==> config.mk <==
export PLATFORM = sky130hd
export DESIGN_NAME = cap_dma_top
export DESIGN_NICKNAME = d
export VERILOG_FILES = /design/src/rtl/capd_pkg.sv /design/src/rtl/capd_fifo.sv /design/src/rtl/capd_capture.sv /design/src/rtl/capd_writer.sv /design/src/rtl/capd_regs.sv /design/src/rtl/cap_dma_top.sv
export SDC_FILE = /design/constraint.sdc
export NUM_CORES = 1
export LEC_CHECK = 0
export BUFFER_PORTS_ARGS = -buffer_cell sky130_fd_sc_hd__buf_2
export CAP_MARGIN = 20
export CELL_PAD_IN_SITES_DETAIL_PLACEMENT = 2
export CELL_PAD_IN_SITES_GLOBAL_PLACEMENT = 2
export CORE_MARGIN = 2
export CORE_UTILIZATION = 40
export CTS_CLUSTER_DIAMETER = 100
export DETAILED_ROUTE_END_ITERATION = 12
export PLACE_DENSITY = 0.84
export SYNTH_ARGS = -nofsm -noshare
export SYNTH_HDL_FRONTEND = slang
export SYNTH_SLANG_ARGS = --single-unit
==> constraint.sdc <==
create_clock -name clk -period 13.5 [get_ports clk]
set_input_delay 2.7 -clock clk [delete_from_list [all_inputs] [get_ports clk]]
set_output_delay 2.7 -clock clk [all_outputs]
set_load 0.01 [all_outputs]
==> src/rtl/capd_pkg.sv <==
package capd_pkg;
  typedef enum logic [1:0] {
    BUS_IDLE = 2'd0,
    BUS_ADDR = 2'd1,
    BUS_DATA = 2'd2
  } bus_state_t;

  localparam logic [4:0] OFS_CTRL = 5'h00;
  localparam logic [4:0] OFS_BASE = 5'h04;
  localparam logic [4:0] OFS_LEN  = 5'h08;
  localparam logic [4:0] OFS_STAT = 5'h0C;
  localparam logic [4:0] OFS_CUR  = 5'h10;
  localparam logic [4:0] OFS_REM  = 5'h14;

  localparam int CTL_EN    = 0;
  localparam int CTL_CIRC  = 1;
  localparam int CTL_FORCE = 2;
  localparam int ST_ACT    = 0;
  localparam int ST_OVF    = 1;
endpackage

==> src/rtl/capd_fifo.sv <==
module capd_fifo #(
  parameter int W     = 32,
  parameter int DEPTH = 8
) (
  input  logic         clk,
  input  logic         rst,
  input  logic         push,
  input  logic         pop,
  input  logic [W-1:0] din,
  output logic [W-1:0] dout,
  output logic         full,
  output logic         empty
);
  localparam int PTR_W = (DEPTH > 1) ? $clog2(DEPTH) : 1;
  localparam int CNT_W = $clog2(DEPTH + 1);
  localparam logic [PTR_W-1:0] LAST = PTR_W'(DEPTH - 1);

  logic [W-1:0]     mem [DEPTH];
  logic [PTR_W-1:0] wp, rp;
  logic [CNT_W-1:0] cnt;

  function automatic logic [PTR_W-1:0] bump(input logic [PTR_W-1:0] p);
    return (p == LAST) ? '0 : p + 1'b1;
  endfunction

  // storage without reset so it maps onto distributed RAM
  always_ff @(posedge clk) begin
    if (push) mem[wp] <= din;
  end

  always_ff @(posedge clk) begin
    if (rst) begin
      wp  <= '0;
      rp  <= '0;
      cnt <= '0;
    end else begin
      if (push) wp <= bump(wp);
      if (pop)  rp <= bump(rp);
      case ({push, pop})
        2'b10:   cnt <= cnt + 1'b1;
        2'b01:   cnt <= cnt - 1'b1;
        default: cnt <= cnt;
      endcase
    end
  end

  assign dout  = mem[rp];
  assign full  = (cnt == CNT_W'(DEPTH));
  assign empty = (cnt == '0);
endmodule

==> src/rtl/capd_capture.sv <==
module capd_capture #(
  parameter int LEN_W = 17
) (
  input  logic             clk,
  input  logic             rst,
  input  logic             en,
  input  logic             circ,
  input  logic             start,
  input  logic [LEN_W-1:0] len,
  input  logic             smp_valid,
  input  logic             full,
  output logic             push,
  output logic             ovf_set,
  output logic             done
);
  logic [LEN_W-1:0] cnt_q;

  assign push    = smp_valid & en & ~full;
  assign ovf_set = smp_valid & en & full;
  // last word of a one-shot capture
  assign done    = push & ~circ & (cnt_q == len);

  always_ff @(posedge clk) begin
    if (rst) begin
      cnt_q <= '0;
    end else if (start) begin
      cnt_q <= '0;
    end else if (push && !circ) begin
      cnt_q <= cnt_q + 1'b1;
    end
  end
endmodule

==> src/rtl/capd_writer.sv <==
module capd_writer
  import capd_pkg::*;
#(
  parameter int DATA_W = 32,
  parameter int AW_W   = 30,
  parameter int LEN_W  = 17
) (
  input  logic              clk,
  input  logic              rst,
  input  logic              start,
  input  logic [AW_W-1:0]   base,
  input  logic [LEN_W-1:0]  len,
  input  logic              circ,
  input  logic              force_req,
  input  logic              en,
  input  logic              empty,
  input  logic [DATA_W-1:0] head,
  input  logic              bus_ready,
  output logic              pop,
  output logic              bus_aphase,
  output logic              bus_req,
  output logic [DATA_W-1:0] bus_wdata,
  output logic [AW_W-1:0]   cur,
  output logic [LEN_W-1:0]  rem,
  output logic              active
);
  bus_state_t state_q;
  logic       xfer_done;

  assign xfer_done = (state_q == BUS_DATA) && bus_ready;
  assign pop       = xfer_done;

  always_ff @(posedge clk) begin
    if (rst) begin
      state_q   <= BUS_IDLE;
      bus_wdata <= '0;
    end else begin
      case (state_q)
        BUS_IDLE: if (!empty) state_q <= BUS_ADDR;
        BUS_ADDR: if (bus_ready) begin
          state_q   <= BUS_DATA;
          bus_wdata <= head;
        end
        BUS_DATA: if (bus_ready) state_q <= BUS_IDLE;
        default:  state_q <= BUS_IDLE;
      endcase
    end
  end

  // address and remaining-length counters
  always_ff @(posedge clk) begin
    if (rst) begin
      cur <= '0;
      rem <= '0;
    end else if (start) begin
      cur <= base;
      rem <= len;
    end else if (xfer_done) begin
      if (rem == '0 && circ) begin
        cur <= base;
        rem <= len;
      end else begin
        cur <= cur + 1'b1;
        if (rem != '0) rem <= rem - 1'b1;
      end
    end
  end

  always_ff @(posedge clk) begin
    if (rst) begin
      active <= 1'b0;
    end else if (start) begin
      active <= 1'b1;
    end else if (!en && empty && state_q == BUS_IDLE) begin
      active <= 1'b0;
    end
  end

  assign bus_aphase = (state_q == BUS_ADDR);
  assign bus_req    = (state_q != BUS_IDLE) | (force_req & active);
endmodule

==> src/rtl/capd_regs.sv <==
module capd_regs
  import capd_pkg::*;
#(
  parameter int ADDR_W = 32,
  parameter int LEN_W  = 17,
  parameter int AW_W   = ADDR_W - 2
) (
  input  logic             clk,
  input  logic             rst,
  input  logic             reg_we,
  input  logic [4:0]       reg_addr,
  input  logic [31:0]      reg_wdata,
  input  logic             auto_clr,
  input  logic             ovf_set,
  input  logic             active,
  input  logic [AW_W-1:0]  cur,
  input  logic [LEN_W-1:0] rem,
  output logic             en_q,
  output logic             circ_q,
  output logic             force_q,
  output logic [AW_W-1:0]  base_q,
  output logic [LEN_W-1:0] len_q,
  output logic             ovf_q,
  output logic             start,
  output logic [31:0]      reg_rdata
);
  logic wr_ctrl, wr_base, wr_len, wr_stat;

  assign wr_ctrl = reg_we && (reg_addr == OFS_CTRL);
  assign wr_base = reg_we && (reg_addr == OFS_BASE);
  assign wr_len  = reg_we && (reg_addr == OFS_LEN);
  assign wr_stat = reg_we && (reg_addr == OFS_STAT);

  // a new run only begins from a fully idle block
  assign start = wr_ctrl & reg_wdata[CTL_EN] & ~en_q & ~active;

  always_ff @(posedge clk) begin
    if (rst) begin
      en_q    <= 1'b0;
      circ_q  <= 1'b0;
      force_q <= 1'b0;
      base_q  <= '0;
      len_q   <= '0;
      ovf_q   <= 1'b0;
    end else begin
      if (wr_ctrl) begin
        en_q    <= reg_wdata[CTL_EN] & (en_q | ~active);
        circ_q  <= reg_wdata[CTL_CIRC];
        force_q <= reg_wdata[CTL_FORCE];
      end else if (auto_clr) begin
        en_q <= 1'b0;
      end
      if (wr_base) base_q <= reg_wdata[ADDR_W-1:2];
      if (wr_len)  len_q  <= reg_wdata[LEN_W-1:0];
      if (ovf_set) ovf_q <= 1'b1;
      else if (wr_stat && reg_wdata[ST_OVF]) ovf_q <= 1'b0;
    end
  end

  always_ff @(posedge clk) begin
    if (rst) begin
      reg_rdata <= '0;
    end else begin
      case (reg_addr)
        OFS_CTRL: reg_rdata <= {29'd0, force_q, circ_q, en_q};
        OFS_BASE: reg_rdata <= 32'({base_q, 2'b00});
        OFS_LEN:  reg_rdata <= 32'(len_q);
        OFS_STAT: reg_rdata <= {30'd0, ovf_q, active};
        OFS_CUR:  reg_rdata <= 32'({cur, 2'b00});
        OFS_REM:  reg_rdata <= 32'(rem);
        default:  reg_rdata <= '0;
      endcase
    end
  end
endmodule

==> src/rtl/cap_dma_top.sv <==
module cap_dma_top #(
  parameter int DATA_W     = 32,
  parameter int ADDR_W     = 32,
  parameter int LEN_W      = 17,
  parameter int FIFO_DEPTH = 8
) (
  input  logic              clk,
  input  logic              rst,
  input  logic              reg_we,
  input  logic [4:0]        reg_addr,
  input  logic [31:0]       reg_wdata,
  output logic [31:0]       reg_rdata,
  input  logic              smp_valid,
  input  logic [DATA_W-1:0] smp_data,
  output logic              bus_req,
  output logic              bus_aphase,
  output logic [ADDR_W-1:0] bus_addr,
  output logic [DATA_W-1:0] bus_wdata,
  input  logic              bus_ready
);
  localparam int AW_W = ADDR_W - 2;

  logic              en_w, circ_w, force_w, ovf_w, start_w, act_w;
  logic [AW_W-1:0]   base_w, cur_w;
  logic [LEN_W-1:0]  len_w, rem_w;
  logic              push_w, pop_w, full_w, empty_w, ovf_set_w, done_w;
  logic [DATA_W-1:0] head_w;

  capd_regs #(.ADDR_W(ADDR_W), .LEN_W(LEN_W), .AW_W(AW_W)) regs_i (
    .clk(clk), .rst(rst), .reg_we(reg_we), .reg_addr(reg_addr),
    .reg_wdata(reg_wdata), .auto_clr(done_w), .ovf_set(ovf_set_w),
    .active(act_w), .cur(cur_w), .rem(rem_w), .en_q(en_w), .circ_q(circ_w),
    .force_q(force_w), .base_q(base_w), .len_q(len_w), .ovf_q(ovf_w),
    .start(start_w), .reg_rdata(reg_rdata)
  );

  capd_capture #(.LEN_W(LEN_W)) cap_i (
    .clk(clk), .rst(rst), .en(en_w), .circ(circ_w), .start(start_w),
    .len(len_w), .smp_valid(smp_valid), .full(full_w), .push(push_w),
    .ovf_set(ovf_set_w), .done(done_w)
  );

  capd_fifo #(.W(DATA_W), .DEPTH(FIFO_DEPTH)) fifo_i (
    .clk(clk), .rst(rst), .push(push_w), .pop(pop_w), .din(smp_data),
    .dout(head_w), .full(full_w), .empty(empty_w)
  );

  capd_writer #(.DATA_W(DATA_W), .AW_W(AW_W), .LEN_W(LEN_W)) wr_i (
    .clk(clk), .rst(rst), .start(start_w), .base(base_w), .len(len_w),
    .circ(circ_w), .force_req(force_w), .en(en_w), .empty(empty_w),
    .head(head_w), .bus_ready(bus_ready), .pop(pop_w),
    .bus_aphase(bus_aphase), .bus_req(bus_req), .bus_wdata(bus_wdata),
    .cur(cur_w), .rem(rem_w), .active(act_w)
  );

  assign bus_addr = {cur_w, 2'b00};
endmodule

# Yosys cells after proc, flatten, opt, wreduce, memory -nomap -nowiden
# Memories as Yosys holds them, arrays and structs flattened. A register that Yosys moved wholly into a read port is not among the register bits.
# Cells that the tools add are included.
# totals
inputBits	74
ff_bits	160
mem_count	1
elab_cells	106
output_inout_bits	98
ram_bits	256
# classes
bitwise_logic	16
mux	23
n_eq_ne	16
addsub	7
reduce_logical	28
# memory_table
memory	depth	width	rd	rd_ports_with_merged_regs	wr	line_no	source
fifo_i.mem	8	32	1	1	1	capd_fifo.sv:18	logic [W-1:0] mem [DEPTH];
# ops
cell	n
$pmux 32 s6	1
$mux 30	3
$mux 17	4
$add 30x1->30 const B	1
$add 17x1->17 const B	1
$eq 17x17->1	1
$logic_not 17->1	1
$reduce_bool 17->1	1
$sub 17x1->17 const B	1
$reduce_bool 2->1	6
$and 1x1->1	10
$eq 5x4->1 const B	2
$eq 5x5->1 const B	2
$logic_and 1x1->1	10
$mux 1	8
$pmux 4 s2	1
$add 3x1->3 const B	2
$eq 3x3->1 const B	2
$mux 2	3
$mux 3	2
$pmux 2 s3	1
$eq 5x3->1 const B	1
$logic_not 5->1	1
$add 4x1->4 const B	1
15 further kinds	24

# Depth between registers and ports, before layout
# Gate-level depths: netlist of the first run.
# depth
ltp_word	7
mapped_depth	11
depth_no_buf	9

# By module
# From an unflattened synthesis of the first run, not the netlist that was laid out.
# unflattened
hier_cells	1565
hier_area_um2	19454.9
# modules_own_cells
mod	seq_area_each_um2	cells_each	area_each_um2	instances
capd_fifo	7947.6	444	10415.0	1
capd_writer	1641.6	561	4433.0	1
capd_regs	1661.6	435	3538.4	1
capd_capture	340.3	122	1049.8	1
cap_dma_top	0.0	3	18.8	1

# Least setup slack after synthesis of the first run
# No wires, ideal clock.
# synth_path
path_type	input -> register
startpoint	in smp_valid
endpoint	mem fifo_i.mem[0][0] (enable)
arrival_time_ns	6.154
path_slack_ns	6.845
path_stages	3
path_buffers	1
setup_ns	0.501
required_time_ns	12.999
path_cell_list	nand3_1 > buf_2 > nor4_1
# synth_via
elab_chain_len	4
# synth_rtl
item	line_no	source
from (decl)	cap_dma_top.sv:13	input logic smp_valid,
$and 1x1->1 (2 in series)	capd_capture.sv:18	assign push = smp_valid & en & ~full;
$mux 1	capd_fifo.sv:28	if (push) mem[wp] <= din;
$mux 1 (not written as such)	capd_fifo.sv:28	
to (decl)	capd_fifo.sv:18	
# Every way passes these cells.

# Worst setup path after layout of the first run
# layout_path
startpoint	in bus_ready
endpoint	reg fifo_i.cnt[2]
# layout_via
elab_chain_len	3
word_cells_on_any_way	5
classes_between	eq/ne (2); mux (1); reduce/logical (2)
# layout_rtl
item	line_no	source
from (decl)	cap_dma_top.sv:19	input logic bus_ready
$logic_and 1x1->1 (*)	capd_writer.sv:30	assign xfer_done = (state_q == BUS_DATA) && bus_ready;
$eq 2x1->1 or $eq 2x2->1 (tied branches)	capd_fifo.sv:39	case ({push, pop})
$pmux 4 s2 or $reduce_bool 2->1 (tied branches)	-	
to (signal assigned)	capd_fifo.sv:40	2'b10: cnt <= cnt + 1'b1;
to (signal assigned)	capd_fifo.sv:41	2'b01: cnt <= cnt - 1'b1;
to (signal assigned)	capd_fifo.sv:42	default: cnt <= cnt;
to (decl)	capd_fifo.sv:20	logic [CNT_W-1:0] cnt;
# Mark *: on every way between the ends. The rest lies on a longest branch, timed or not.
# A chain may end at the register's enable or synchronous reset.

==> results of run 1 <==
-- metal layers --
layer	global-route usage	routed length, µm
met2	0.493	34300
met5	0	37
met4	0.121	2440
met1	0.325	25700
met3	0.0474	3540
-- registers in the layout, summed over array words and instances (netlist names), 17 cells and up --
name	flops
wr_i.bus_wdata	32
wr_i.cur	30
regs_i.base_q	30
fifo_i.mem	256
regs_i.reg_rdata	32
regs_i.len_q	17
cap_i.cnt_q	17
wr_i.rem	17
-- placed cells by master, fill, tap and decap left out, types with 19 or more instances in the layout --
cell,count
a21oi_1,117
nand3_1,54
nand2_1,145
nor2_1,120
dfxtp_1,189
edfxtp_1,256
nor3_1,25
a211oi_1,37
a22oi_1,19
buf_4,25
xor2_1,25
o21ai_0,33
buf_2,168
mux2i_1,41
clkbuf_16,49
mux4_2,65
-- through the flow --
stage          power [mW]  hold slack (ns)
6_report             3.01            0.476
5_1_grt              3.08            0.504
4_1_cts              3.02            0.483
3_5_place_dp         1.54            0.475
3_3_place_gp         1.54            0.463
2_1_floorplan        1.51            0.445
-- cells by family after synthesis --
| group | synth area share |
|---|---|
| other | 0.000202 |
| AO/OA/AOI/OAI | 0.101 |
| flip-flops | 0.622 |
| AND/OR/NAND/NOR | 0.120 |
| multiplexers | 0.101 |
| XOR/XNOR | 0.0175 |
| buffers and inverters | 0.0307 |
| adder cells (fa/ha/maj) | 0.00742 |
-- cell type report --
type	count	share of cell area
flip-flops and latches	448	0.532
repair buffers	194	0.0487
well taps	600	0.0346
inverters	17	0.00294
multi-input cells	912	0.300
clock inverters	30	0.0198
diodes	3	0.000346
clock buffers	61	0.0623
-- worst paths after layout --
path                                   startpoint           endpoint  slack, ns  depth (start not counted)
worst min register to register  regs_i.base_q[23]  regs_i.base_q[23]       0.48                          2
worst max register to register      fifo_i.cnt[0]      fifo_i.cnt[2]      10.26                          9
worst max-delay path                    bus_ready      fifo_i.cnt[2]       8.75                         11
worst min-delay path            regs_i.base_q[23]  regs_i.base_q[23]       0.48                          2
-- power breakdown --
| part | leakage, nW | switching (mW) | internal (mW) |
|---|---|---|---|
| registers | 3.85 | 0.00524 | 1.44 |
| clock network | 0.854 | 0.625 | 0.873 |
| logic | 2.57 | 0.0484 | 0.0184 |
-- tightest hold or removal path, delay by kind of cell (launching register included) --
kind | cells | cell delay (ns)
AO/OA/AOI/OAI | 1 | 0.05
flip-flops | 1 | 0.32
AND/OR/NAND/NOR | 1 | 0.06
==> results.json, run 1 <==
{
  "path_max_fanout": 22,
  "clk_latency_ns": 0.62,
  "numClockSinks": 448,
  "via_per_inst": 6.02,
  "port_buffers": 169,
  "peakVddDrop_v": 0.000163,
  "post_cts_resized": 0,
  "chipHeight_um": 219,
  "tightest_slew_ns": 1.00,
  "synth_seq_area_share": 0.622,
  "slew_headroom": 0.326,
  "post_cts_buffers": 0,
  "cp_num_buf_inv": 3,
  "fillers": 4425,
  "synthFlopType": "edfxtp_1",
  "layout_min_cycle_time_ns": 4.75,
  "synth_top_area_frac": 0.415,
  "cts-root-buf": "clkbuf_16",
  "yosysTopAreaCell": "edfxtp_1",
  "placed_cells": 2170,
  "clock.fmax_mhz": 211,
  "worstSetupEndpointType": "flip-flop",
  "min_path_type": "flip-flop to flip-flop",
  "std_cell_rows": 78,
  "detail-route-antenna-nets": 0,
  "cts_tree": "done",
  "syn_avg_cell_area_um2": 12.5,
  "fin_skew_ns": 0.0373,
  "cts_hold_buf": 0,
  "dieArea_mm2": 0.0481,
  "finalCritPeriodShare": 0.352,
  "drt_iter0_markers": 1106,
  "synth_edf_count": 256,
  "ys_ff_latch": 448,
  "dp_slack_ns": 8.16,
  "wl_per_cell_um": 29.2,
  "cts.path.max_buffers": 3,
  "yosysWarnings": 0,
  "crit_type": "primary input to flip-flop",
  "yosysUniqueCellTypes": 76,
  "start_util": 0.407,
  "ff_latch_area_mm2": 0.0115,
  "firstDrtPassIters": 6,
  "drv_cap": 0,
  "fin_util": 0.476,
  "cts_made_buffers": 49,
  "synth_area_mm2": 0.0185,
  "grt_pass1_vias": 14800,
  "synth_cells": 1478,
  "fin_nets": 1707,
  "rsz0062_at_grt": "false",
  "fin_setup_tns_ns": 0,
  "gp_congestion": 0.832,
  "slowest_stage": "inv_1",
  "die_w_um": 219,
  "cp-start-kind": "primary input",
  "vias": 13600,
  "crit_path_cell_trace": "buf_2 -> nand3b_1 -> buf_4 -> inv_1 -> ha_1 -> xor2_1 -> ha_1 -> a21oi_1 -> xor2_1 -> or3_1 -> a21oi_1",
  "final_cells": 2265,
  "cp.arrival_ns": 5.29,
  "synth_area_leaders": "edfxtp_1, dfxtp_1, mux4_2",
  "p_leak_nw": 7.27,
  "overflow": 0,
  "crit_required_ns": 14.04,
  "io_pins": 172,
  "power.density_mw_per_mm2": 139,
  "synth_most_common_cell": "edfxtp_1",
  "cpPeakStageDelay_ns": 0.70,
  "hold_violations": 0,
  "status": "completed",
  "timing.final.ws_setup_ns": 8.75,
  "post-dp-hpwl_um": 40500,
  "async_flop_share": 0,
  "placed_area_mm2": 0.0199,
  "grt_pass1_wl_um": 97800,
  "drive_gt1_frac": 0.227,
  "routed_wirelength_um": 66100,
  "core_area_mm2": 0.0456,
  "finalMaxSlewViolations": 0,
  "groute.usage.overall": 0.276,
  "drc_errors": 0,
  "area_delta_synth_final_pct": 17.0,
  "h-tree-depth": 2,
  "antenna_found_initial": 7,
  "design_area_mm2": 0.0217,
  "multi_input_area_mm2": 0.00650,
  "cpLargestDelayFamily": "buffers and inverters",
  "synth_common_cells": "edfxtp_1, dfxtp_1, nand2_1, nor2_1, a21oi_1",
  "cts.clk_slew.worst_paths_ns": 0.06,
  "finalSetupViolCount": 0,
  "grt_max_degree": 67
}
No activity file was read; power rests on OpenSTA's default activity.
==> run 2: changes to the inputs <==
Settings changed: CORE_UTILIZATION 40 to 37, PLACE_DENSITY 0.84 to 0.82.
Clock period 13.5 ns to 4.1 ns, I/O delays scaled along.
==> run 2 against run 1 <==
Die area is 8.0% higher; first-iteration DRC count is 1.2% lower; global-route usage is 3.3 points lower; utilization is 3.8 points lower; register-to-register slack worse by 9.3 ns; combinational power grew to 3.2 times the previous value; sequential share of layout area is 0.21 points lower; sequential power grew to 3.3 times the previous value; routed wire length is 4.5% lower; non-clock buffer count is 8 higher; count of clock-buffer cells in the layout is 1 higher.
==> results.json, run 2 (synthesized netlist as in run 1, its figures left out) <==
{
  "highest_layer": "met5",
  "totalPowerFinal_mw": 9.64,
  "layout_commonest_cell": "edfxtp_1",
  "wl_met2_um": 32800,
  "port_buffers": 169,
  "design_area_mm2": 0.0218,
  "chipHeight_um": 228,
  "finalCritPeriodShare": 0.767,
  "cts.path.max_buffers": 3,
  "m1WireLength_um": 25000,
  "power_frac_seq": 0.495,
  "firstDrtPassIters": 7,
  "min_path_type": "primary input to flip-flop",
  "peakVddDrop_v": 0.000454,
  "r2r_end": "fifo_i.cnt[2]",
  "hold_path.startpoint": "rst",
  "tightest_slew_ns": 1.06,
  "p_leak_nw": 7.29,
  "power.density_mw_per_mm2": 443,
  "antenna_found_initial": 5,
  "cts_made_buffers": 49,
  "finalSetupViolCount": 0,
  "post_cts_resized": 0,
  "cp.arrival_ns": 3.67,
  "routed_wirelength_um": 63100,
  "hold_path_end": "regs_i.ovf_q",
  "slew_headroom": 0.297,
  "fin_skew_ns": 0.0328,
  "numClockSinks": 448,
  "detail-route-antenna-nets": 0,
  "reg2reg_depth": 10,
  "drv_cap": 0,
  "worstSetupEndpointType": "flip-flop",
  "clk_latency_ns": 0.62,
  "slowest_stage": "or4b_2",
  "crit_path_cell_trace": "or4b_2 -> nand3_1 -> buf_4 -> ha_1 -> xor2_1 -> ha_1 -> a21oi_1 -> xor2_1 -> or3_1 -> a21oi_1",
  "switchingPower_mw": 2.11,
  "whs_ns": 0.462,
  "drc_errors": 0,
  "grt_max_degree": 82,
  "grt_pass1_wl_um": 96300,
  "via_per_inst": 5.75,
  "clock.fmax_mhz": 318,
  "cp_num_buf_inv": 1,
  "fin_util": 0.438,
  "hold_depth": 2,
  "area_delta_synth_final_pct": 17.5,
  "grt_pass1_vias": 14600,
  "rrSetupSlack_ns": 0.95,
  "status": "completed",
  "power_frac_comb": 0.023,
  "groute.usage.overall": 0.243,
  "h-tree-depth": 2,
  "drt_iter0_markers": 1093,
  "layout_min_cycle_time_ns": 3.15,
  "largest_register_ffs": 256,
  "vias": 13500,
  "fillers": 5028,
  "r2r_start": "fifo_i.cnt[0]",
  "gp_congestion": 0.872,
  "internal-power_mw": 7.53,
  "std_cell_rows": 82,
  "die_w_um": 228,
  "p_clk_frac": 0.483,
  "core_area_mm2": 0.0498,
  "fin_setup_tns_ns": 0,
  "cpLargestDelayFamily": "simple AND/OR/NAND/NOR gates",
  "dieArea_mm2": 0.0519,
  "largest_register": "fifo_i.mem",
  "post-dp-hpwl_um": 40100,
  "rsz0062_at_grt": "false",
  "wl_per_cell_um": 27.0,
  "path_max_fanout": 11,
  "hold_violations": 0,
  "cts-root-buf": "clkbuf_16",
  "post_cts_buffers": 0,
  "largestRegisters": "fifo_i.mem: 256 flops, regs_i.reg_rdata: 32 flops, wr_i.bus_wdata: 32 flops",
  "cts.clk_slew.worst_paths_ns": 0.06,
  "final_cell_mix": "edfxtp_1, dfxtp_1, buf_2",
  "cts_tree": "done",
  "met3_length_um": 3450,
  "placed_area_mm2": 0.0201,
  "fin_nets": 1715,
  "cp-start-kind": "flip-flop",
  "overflow": 0,
  "finalMaxSlewViolations": 0,
  "cts_hold_buf": 0,
  "io_pins": 172,
  "crit_required_ns": 4.63,
  "start_util": 0.373,
  "cpPeakStageDelay_ns": 0.75,
  "drive_gt1_frac": 0.228,
  "swShare": 0.219,
  "crit_type": "flip-flop to flip-flop"
}
run 2: changes by cell type in the layout (fill, tap and decap cells not counted), moves of 2 or more:
cell,previous run,this run
buf_4,25,32
clkinvlp_4,6,1
nor2_2,6,3
nor2_4,1,4
buf_12,0,2
bufinv_16,8,6
clkbuf_1,4,6
clkinv_1,4,6
clkinv_2,8,10
diode_2,3,1
run 2: worst reg2reg max path: stages (launching register included):
cell and delay (ns):
dfxtp_1 0.37, or4b_2 0.75, nand3_1 0.26, buf_4 0.28, ha_1 0.32, xor2_1 0.22, ha_1 0.20, a21oi_1 0.06
xor2_1 0.17, or3_1 0.32, a21oi_1 0.14
run 2: per-layer routing:
layer / vias up / track usage
li1: 5916 / -
met1: 7017 / 0.298
met2: 402 / 0.435
met3: 115 / 0.0423
met4: 10 / 0.0787
met5: - / 0
run 2: through the flow:
stage	setup slack [ns]	instances
floorplan	0.178	1479
global placement	0.983	2251
detailed placement	0.931	2251
CTS	0.956	2341
global route	0.823	2341
finish	0.954	2342
run 2: worst max-delay path by stage:
stage,cells after the start,slack [ns],endpoint,startpoint
floorplan,3,0.18,fifo_i.mem[2][0],smp_valid
global placement,7,0.98,wr_i.cur[12],reg_addr[1]
detailed placement,7,0.93,wr_i.cur[14],reg_addr[1]
CTS,10,0.96,fifo_i.cnt[2],fifo_i.cnt[0]
global route,10,0.82,fifo_i.cnt[2],fifo_i.cnt[0]
finish,10,0.95,fifo_i.cnt[2],fifo_i.cnt[0]
run 2: area by class of cell:
cell class / instances / area [µm²] / area share
timing repair buffer: 202 / 1120 / 0.0515
clock buffer: 62 / 1350 / 0.0618
clock inverter: 28 / 347 / 0.0159
antenna: 1 / 2.50 / 0.000115
tap: 672 / 841 / 0.0386
inverter: 17 / 63.8 / 0.00293
sequential: 448 / 11500 / 0.530
multi-input combinational: 912 / 6520 / 0.299
run 2: power by group through the flow:
stage               sequential [mW]  clock [mW]  combinational [mW]
finish                         4.77        4.65               0.217
global route                   4.77        4.91               0.236
CTS                            4.77        4.74               0.219
detailed placement             4.87           0               0.215
global placement               4.86           0               0.197
floorplan                      4.86           0              0.0962
==> run 3: changes to the inputs <==
Settings changed: CORE_UTILIZATION 37 to 40, PLACE_DENSITY 0.82 to 0.84.
Clock period 4.1 ns to 2.97 ns, I/O delays scaled along.
==> run 3 against run 2 <==
Register-to-register slack lost 0.74 ns; critical path depth is 1 lower; routed wire length grew 4.1%; sequential cell count stayed put; power up 35%; combinational power increased by 42%; critical endpoint unchanged; highest routed layer unchanged.
==> results.json, run 3 (synthesized netlist as in run 1, its figures left out) <==
{
  "status": "completed",
  "power.density_mw_per_mm2": 599,
  "final_cell_mix": "edfxtp_1, dfxtp_1, buf_2",
  "crit_required_ns": 3.51,
  "cts_tree": "done",
  "cts.clk_slew.worst_paths_ns": 0.06,
  "vias": 13600,
  "finalSetupViolCount": 0,
  "min_path_type": "primary input to flip-flop",
  "antenna_found_initial": 6,
  "h-tree-depth": 2,
  "fin_setup_tns_ns": 0,
  "cts_hold_buf": 0,
  "fin_skew_ns": 0.0261,
  "largest_register": "fifo_i.mem",
  "cp.arrival_ns": 3.30,
  "drive_gt1_frac": 0.233,
  "layout_commonest_cell": "edfxtp_1",
  "grt_max_degree": 66,
  "post_cts_buffers": 0,
  "area_delta_synth_final_pct": 17.4,
  "cts.path.max_buffers": 3,
  "numClockSinks": 448,
  "drt_iter0_markers": 1100,
  "cp-start-kind": "flip-flop",
  "timing.final.ws_setup_ns": 0.209,
  "p_leak_nw": 7.34,
  "hold_violations": 0,
  "routed_wirelength_um": 65700,
  "grt_pass1_wl_um": 97700,
  "start_util": 0.407,
  "cts-root-buf": "clkbuf_16",
  "layout_min_cycle_time_ns": 2.76,
  "wl_per_cell_um": 28.7,
  "clock.fmax_mhz": 362,
  "via_per_inst": 5.95,
  "fin_nets": 1731,
  "slew_headroom": 0.254,
  "grt_pass1_vias": 14900,
  "clk_latency_ns": 0.61,
  "gp_congestion": 0.856,
  "path_max_fanout": 7,
  "io_pins": 172,
  "largest_register_ffs": 256,
  "drv_cap": 0,
  "rsz0062_at_grt": "false",
  "tightest_slew_ns": 1.12,
  "firstDrtPassIters": 6,
  "worstSetupEndpointType": "flip-flop",
  "detail-route-antenna-nets": 0,
  "port_buffers": 169,
  "groute.usage.overall": 0.276,
  "dp_slack_ns": 0.173,
  "finalCritPeriodShare": 0.930,
  "post_cts_resized": 0,
  "std_cell_rows": 78,
  "totalPowerFinal_mw": 13.0,
  "die_w_um": 219,
  "dieArea_mm2": 0.0481,
  "overflow": 0,
  "drc_errors": 0,
  "core_area_mm2": 0.0456,
  "post-dp-hpwl_um": 42400,
  "chipHeight_um": 219,
  "largestRegisters": "fifo_i.mem: 256 flops, regs_i.reg_rdata: 32 flops, wr_i.bus_wdata: 32 flops",
  "crit_type": "flip-flop to flip-flop",
  "fillers": 4419,
  "cts_made_buffers": 48,
  "peakVddDrop_v": 0.000543,
  "finalMaxSlewViolations": 0
}
## run 3: cell types whose count changed in the layout (fill, tap and decap cells not counted), sizes merged
cell / delta
buf: +17
clkbuf: +9
clkinv: -8
bufinv: -3
diode: +4
## run 3: layout make-up
class,count,area (µm²),area share
diodes,5,12.5,0.000575
clock inverters,17,201,0.00926
inverters,17,63.8,0.00293
well taps,600,751,0.0345
flip-flops and latches,448,11500,0.530
repair buffers,219,1280,0.0590
clock buffers,71,1400,0.0643
multi-input cells,912,6510,0.299
## run 3: per-layer routing
metal,GRT usage,wire (µm)
met1,0.326,25500
met2,0.496,34100
met3,0.0434,3370
met4,0.114,2680
met5,0,22
## run 3: worst paths after layout
kind | startpoint | slack [ns] | end | cells after the start
setup / recovery | fifo_i.cnt[0] | 0.21 | fifo_i.cnt[2] | 9
hold / removal | reg_wdata[13] | 0.25 | regs_i.base_q[11] | 3
setup reg to reg | fifo_i.cnt[0] | 0.21 | fifo_i.cnt[2] | 9
hold reg to reg | regs_i.base_q[16] | 0.48 | regs_i.base_q[16] | 2
## run 3: metrics by stage
step            util  instance area (µm²)  hold WS (ns)  instances
2_1_floorplan      -                18600         0.445       1479
3_3_place_gp   0.442                20100         0.466       2195
3_5_place_dp   0.442                20100         0.472       2195
4_1_cts        0.477                21700         0.230       2283
5_1_grt        0.477                21800         0.240       2285
6_report       0.477                21800         0.245       2289
## run 3: power by group
part / switching [mW] / internal (mW) / leakage (nW)
Sequential: 0.0218 / 6.56 / 3.85
Combinational: 0.218 / 0.0900 / 2.70
Clock: 2.60 / 3.55 / 0.787
## run 3: critical path, cell delays in order, from the launching register on
cell and delay [ns]:
dfxtp_1 0.37, or4b_2 0.72, nand3_1 0.17, ha_1 0.30, xor2_1 0.22, ha_1 0.21
a21oi_1 0.06, xor2_1 0.17, or3_1 0.33, a21oi_1 0.14
